**src/rtl/acc_alu_pkg.sv**
```systemverilog
package acc_alu_pkg;

   typedef enum logic [1:0] {
      OPC_ADD_IMM = 2'b00,
      OPC_ADD_REG = 2'b01,
      OPC_AND_IMM = 2'b10,
      OPC_AND_REG = 2'b11
   } opc_e;

   // bit 0 of the code selects a register operand, bit 1 selects AND
   localparam int OPC_REG_BIT = 0;
   localparam int OPC_AND_BIT = 1;

endpackage

```
**src/rtl/acc_alu_rf.sv**
```systemverilog
module acc_alu_rf #(
   parameter int DATA_W = 8,
   parameter int ADDR_W = 7,
   localparam int DEPTH = 1 << ADDR_W
) (
   input  logic              clk,
   input  logic              rst,
   input  logic              wr_en,
   input  logic [ADDR_W-1:0] wr_addr,
   input  logic [DATA_W-1:0] wr_data,
   input  logic [ADDR_W-1:0] rd_addr_a,
   output logic [DATA_W-1:0] rd_data_a,
   input  logic [ADDR_W-1:0] rd_addr_b,
   output logic [DATA_W-1:0] rd_data_b
);

   logic [DATA_W-1:0] cells [DEPTH];

   for (genvar i = 0; i < DEPTH; i++) begin : g_cell
      always_ff @(posedge clk) begin
         if (rst) begin
            cells[i] <= '0;
         end else if (wr_en && (wr_addr == ADDR_W'(i))) begin
            cells[i] <= wr_data;
         end
      end
   end

   assign rd_data_a = cells[rd_addr_a];
   assign rd_data_b = cells[rd_addr_b];

endmodule

```
**src/rtl/acc_alu_exec.sv**
```systemverilog
module acc_alu_exec #(
   parameter int DATA_W     = 8,
   parameter int NIB_W      = 4,
   parameter bit SPLIT_ADD  = 1'b1,
   localparam int HI_W      = DATA_W - NIB_W
) (
   input  logic              is_and,
   input  logic [DATA_W-1:0] opnd_a,
   input  logic [DATA_W-1:0] opnd_b,
   output logic [DATA_W-1:0] result,
   output logic              carry,
   output logic              nib_carry,
   output logic              zero
);

   logic [DATA_W-1:0] sum;
   logic              sum_c;
   logic [NIB_W:0]    lo_sum;

   assign lo_sum = {1'b0, opnd_a[NIB_W-1:0]} + {1'b0, opnd_b[NIB_W-1:0]};

   if (SPLIT_ADD) begin : g_split
      // chained nibble adder: low half feeds its carry into the high half
      logic [HI_W:0] hi_sum;
      assign hi_sum = {1'b0, opnd_a[DATA_W-1:NIB_W]} + {1'b0, opnd_b[DATA_W-1:NIB_W]}
                      + {{HI_W{1'b0}}, lo_sum[NIB_W]};
      assign sum   = {hi_sum[HI_W-1:0], lo_sum[NIB_W-1:0]};
      assign sum_c = hi_sum[HI_W];
   end else begin : g_flat
      logic [DATA_W:0] full;
      assign full  = {1'b0, opnd_a} + {1'b0, opnd_b};
      assign sum   = full[DATA_W-1:0];
      assign sum_c = full[DATA_W];
   end

   always_comb begin
      if (is_and) begin
         result    = opnd_a & opnd_b;
         carry     = 1'b0;
         nib_carry = 1'b0;
      end else begin
         result    = sum;
         carry     = sum_c;
         nib_carry = lo_sum[NIB_W];
      end
      zero = (result == '0);
   end

endmodule

```
**src/rtl/acc_alu_unit.sv**
```systemverilog
module acc_alu_unit #(
   parameter int DATA_W    = 8,
   parameter int ADDR_W    = 7,
   parameter int NIB_W     = 4,
   parameter bit SPLIT_ADD = 1'b1
) (
   input  logic              clk,
   input  logic              rst,
   input  logic              op_valid,
   input  logic [1:0]        op_code,
   input  logic [DATA_W-1:0] op_lit,
   input  logic [ADDR_W-1:0] op_addr,
   input  logic              op_dest,
   input  logic [ADDR_W-1:0] peek_addr,
   output logic [DATA_W-1:0] peek_data,
   output logic [DATA_W-1:0] acc_out,
   output logic              flag_c,
   output logic              flag_dc,
   output logic              flag_z
);
   import acc_alu_pkg::*;

   if (NIB_W < 1 || NIB_W >= DATA_W) begin : g_bad_nib
      $error("acc_alu_unit: NIB_W must lie between 1 and DATA_W-1");
   end
   if (ADDR_W < 1 || ADDR_W > 10) begin : g_bad_addr
      $error("acc_alu_unit: ADDR_W must lie between 1 and 10");
   end

   opc_e              opc;
   logic              use_reg;
   logic              is_and;
   logic              to_reg;
   logic [DATA_W-1:0] reg_val;
   logic [DATA_W-1:0] opnd_b;
   logic [DATA_W-1:0] res;
   logic              res_c;
   logic              res_dc;
   logic              res_z;
   logic [DATA_W-1:0] w_q;
   logic              c_q, dc_q, z_q;

   assign opc     = opc_e'(op_code);
   assign use_reg = opc[OPC_REG_BIT];
   assign is_and  = opc[OPC_AND_BIT];
   assign to_reg  = use_reg & op_dest;
   assign opnd_b  = use_reg ? reg_val : op_lit;

   acc_alu_rf #(
      .DATA_W (DATA_W),
      .ADDR_W (ADDR_W)
   ) u_rf (
      .clk       (clk),
      .rst       (rst),
      .wr_en     (op_valid & to_reg),
      .wr_addr   (op_addr),
      .wr_data   (res),
      .rd_addr_a (op_addr),
      .rd_data_a (reg_val),
      .rd_addr_b (peek_addr),
      .rd_data_b (peek_data)
   );

   acc_alu_exec #(
      .DATA_W    (DATA_W),
      .NIB_W     (NIB_W),
      .SPLIT_ADD (SPLIT_ADD)
   ) u_exec (
      .is_and    (is_and),
      .opnd_a    (w_q),
      .opnd_b    (opnd_b),
      .result    (res),
      .carry     (res_c),
      .nib_carry (res_dc),
      .zero      (res_z)
   );

   always_ff @(posedge clk) begin
      if (rst) begin
         w_q  <= '0;
         c_q  <= 1'b0;
         dc_q <= 1'b0;
         z_q  <= 1'b0;
      end else if (op_valid) begin
         if (!to_reg) begin
            w_q <= res;
         end
         z_q <= res_z;
         if (!is_and) begin
            c_q  <= res_c;
            dc_q <= res_dc;
         end
      end
   end

   assign acc_out = w_q;
   assign flag_c  = c_q;
   assign flag_dc = dc_q;
   assign flag_z  = z_q;

endmodule

```
**config.mk**
```make
export PLATFORM = sky130hd
export DESIGN_NAME = acc_alu_unit
export DESIGN_NICKNAME = d
export VERILOG_FILES = /design/src/rtl/acc_alu_pkg.sv /design/src/rtl/acc_alu_rf.sv /design/src/rtl/acc_alu_exec.sv /design/src/rtl/acc_alu_unit.sv
export SDC_FILE = /design/constraint.sdc
export NUM_CORES = 2
export LEC_CHECK = 0
export BUFFER_PORTS_ARGS = -buffer_cell sky130_fd_sc_hd__buf_2
export CORE_ASPECT_RATIO = 0.9
export CORE_MARGIN = 3
export CORE_UTILIZATION = 43
export CTS_CLUSTER_DIAMETER = 60
export DETAILED_ROUTE_END_ITERATION = 8
export PLACE_DENSITY = 0.65
export SLEW_MARGIN = 20
export SYNTH_ARGS = -nofsm -noshare
export SYNTH_HDL_FRONTEND = slang
export SYNTH_SLANG_ARGS = --single-unit
```
**constraint.sdc**
```tcl
create_clock -name clk -period 7.8 [get_ports clk]
set_clock_uncertainty 0.2 [all_clocks]
set_input_delay 1.17 -clock clk [delete_from_list [all_inputs] [get_ports clk]]
set_output_delay 1.17 -clock clk [all_outputs]
set_load 0.005 [all_outputs]
```
==> flow_results.org <==
** Setup path
- STA classifies the critical path startpoint as an input pin.
- Critical setup path kind :: in2reg
- Setup crit end kind :: flip-flop
- Cell type of the slowest stage on the worst timing path :: sky130_fd_sc_hd__buf_6
- Walking the worst path, the cells encountered are buf_6, buf_4, buf_4, mux4_2, mux2i_1, nor2_1, nor3_1, buf_4, nor3_1, fa_1, a21o_1, a21o_1, fa_1, fa_1, xnor2_1, o21a_4, buf_12, nor2_1.
- STA puts the critical path data required time at 8.05 ns.
- The critical path starts at op_addr[0].
- Crit path arrival time :: 6.78 ns
- CP peak stage delay :: 0.54 ns
- Source of the worst register-to-register timing path :: u_rf.cells[21][0]
- Of all nets on the critical path, the largest fanout is 64.

** Floorplanning
- The initial utilization of the core area, before any placement, comes to 43.7%.
- Die boundary width :: 380 µm
- Core Region :: 0.124 mm²
- The floorplan has 122 rows.
- Total I/O pin count :: 47
- The die is 342 µm tall.
- Area of the die :: 0.130 mm²

** GRT
- GR met2 Demand/Resource :: 43.8%
- In this run the most used layer during global routing was met2.
- Entering global routing, the biggest net connects 113 pins.
- For this run, global-route usage on met1 was measured as 41.1%.
- The number of global-route vias before repair came to 36028.
- In the global route stage, met3 resource usage came out at 12.5%.
- Global routing used 30.3% of the available tracks.
- Wire length of the first global-routing pass :: 278 mm
- Global routing finished with a remaining overflow of 0.
- The initial antenna violation count is 20.

** Run status
- Status :: completed

** Clocking
- Number of gates resized after CTS :: 0
- After clock tree synthesis, the clock-pin slew on the worst setup and hold paths is 0.06 ns.
- TritonCTS created 108 clock buffers.
- Clock Root Buffer :: sky130_fd_sc_hd__clkbuf_16
- Number of post-CTS setup repair buffers :: 0
- CTS max path bufs :: 3
- Clock tree synthesis found a total of 1035 sinks.
- Level count of the clock H-tree :: 3
- Later-pin clock latency in the skew report :: 0.73 ns
- TritonCTS built the clock tree.
- The number of hold buffers added after CTS was 0.

** Cells and area
- Leaving out fill and tap cells, the most frequent cell in the layout is sky130_fd_sc_hd__nor2_1.
- The top cell types in the final layout, fill and taps aside, are sky130_fd_sc_hd__nor2_1, sky130_fd_sc_hd__edfxtp_1, sky130_fd_sc_hd__mux4_2.
- Cells fill 48.6% of the core in the end.
- In the final layout, the share of cells above drive strength 1 is 24.9%.
- Layout overhead on the synthesized area :: 11.4%
- At the end of the flow, the number of nets in the layout was 3782.
- Cell Count, Final, Fillers Out :: 5511

** STA
- Worst Tran Pin Value :: 1.13 ns
- Slew margin rel. :: 24.1%
- Worst hold slack :: 0.311 ns
- RSZ-0062 raised after global routing :: false
- Number of setup violations in the final report :: 0
- After layout, the minimum clock period comes to 6.53 ns.
- Share of the cycle needed by the critical path after routing :: 83.7%
- Number of slew-limit violations in the final report :: 0
- The number of failing hold endpoints at the final stage was 0.
- For the final routed database, the setup TNS stands at 0 ns.
- Upper clock frequency limit :: 153 MHz

** Drt
- For this run, design rule violations remaining after detail routing come to 0.
- Dividing the detail-routed via count by the number of cells gives 6.88.
- The first detailed-routing pass took 8 iterations.
- Wires add up to 200 mm.
- Antenna Nets Post-Route :: 0
- Total vias in the final route :: 37922
- After detailed routing, the average wire length per cell comes to 36.3 µm.
- 1st-iter DRT viols :: 7454

** Synthesis
- Area of the mapped netlist :: 0.0541 mm²
- Register area share after synthesis :: 57.3%
- The most used flip-flop cell after synthesis is sky130_fd_sc_hd__edfxtp_1.
- In this run, distinct cell masters in the synthesized netlist total 44.
- Number of flops mapped to enable cells by yosys :: 1024
- Synthesis produced a netlist with a net count of 3819.
- Cell type with the highest aggregate area in the netlist :: sky130_fd_sc_hd__edfxtp_1
- The Yosys step of the flow raised 0 warnings.
- Proportion of register bits with asynchronous set or reset after synthesis :: 0%
- Synthesized area per cell :: 14.3 µm²
- Ranked by total cell area, the synthesized netlist is headed by sky130_fd_sc_hd__edfxtp_1, sky130_fd_sc_hd__mux4_2, sky130_fd_sc_hd__nor2_1.
- Post-synthesis instance total :: 3780
- Post-synth top area share :: 56.9%
- Synth Register Bits :: 1035

** Pwr
- Power density normalized to cell area :: 228 mW/mm²
- Total leakage power :: 21.4 nW
- VDD IR-drop max :: 198 µV

** Worst hold path
- The path class of the tightest hold or removal check is reg2reg.
- Startpoint of the worst hold path :: flag_c

** Placed design
- GP Congestion :: 0.983
- Count of placed standard cells including taps :: 5307
- HPWL Detailed :: 141 mm
- Quantity of I/O buffers inserted on ports :: 46

** Run
- Max-Cap Viols :: 0
state kept, by name (all words and copies together) (netlist names):
| signal | flops |
|---|---|
| acc_out | 8 |
| flag_c | 1 |
| flag_z | 1 |
| flag_dc | 1 |
| u_rf.cells | 1024 |
worst max-delay path: cells and delay by family:
kind            cells  cell delay [ns]
compound gates      3             0.60
xor+xnor            1             0.25
fa+ha+maj           3             1.32
buf+inv             5             1.70
mux                 2             0.92
simple gates        4             0.66
power breakdown:
group / internal, mW / switching (mW) / total (mW)
combinational: 0.671 / 1.34 / 2.01
clock: 2.97 / 2.32 / 5.29
sequential: 6.28 / 0.138 / 6.42
cells in the mapped netlist, drive strengths merged, types with 2 or more instances:
master  number
a211oi       9
a21o       133
a21oi       27
a221oi       9
a22oi       83
a31oi        6
and2         6
and3         2
buf        113
clkbuf     231
dfxtp       11
edfxtp    1024
fa           3
ha           8
inv          2
mux2        27
mux2i      181
mux4       530
nand2      159
nand2b       3
nand3       35
nand4        6
nor2      1074
nor2b       16
nor3        36
nor3b        5
nor4         3
o21a         2
o21ai       11
o22ai       12
xnor2        4
layer usage:
metal	part of all wire, %	wire length (µm)
met2	43	86100
met5	0.13	264
met4	4.4	8850
met1	36	71000
met3	17	33700
final cells by class:
| cell class | instances | area (µm²) |
|---|---|---|
| Antenna cell | 4 | 10.0 |
| Clock buffer | 132 | 2810 |
| Clock inverter | 68 | 692 |
| Fill cell | 10580 | 63600 |
| Inverter | 3 | 11.3 |
| Multi-Input combinational cell | 2398 | 21900 |
| Sequential cell | 1035 | 31000 |
| Tap cell | 1674 | 2090 |
| Timing Repair Buffer | 197 | 1750 |
through the flow:
stage          total power, mW  area, µm²  worst slack [ns]
2_1_floorplan             7.61      54100              1.30
3_3_place_gp              8.45      56700             0.641
3_5_place_dp              8.47      56700             0.644
4_1_cts                   13.6      60200              1.38
5_1_grt                   14.0      60200              1.10
6_report                  13.7      60200              1.27
path summary, 6_finish.rpt:
| path | end | slack (ns) | cells past startpoint |
|---|---|---|---|
| hold reg to reg | flag_c | 0.31 | 2 |
| hold / removal | flag_c | 0.31 | 2 |
| setup reg to reg | u_rf.cells[2][6] | 1.98 | 16 |
| setup / recovery | u_rf.cells[2][6] | 1.27 | 18 |
cells by family (layout without fill, tap and decap cells):
logic type	after synthesis	count (layout)	synth area share (%)
muxes	738	738	26.0
AOI/OAI and AO/OA	297	297	3.94
adders and majority gates	11	11	0.296
xor gates and xnor gates	4	4	0.0648
DFF	1035	1035	57.3
and+or+nand+nor	1348	1348	9.75
other	0	4	0
buffers and inverters	347	400	2.66
No activity file was read; power rests on OpenSTA's default activity.
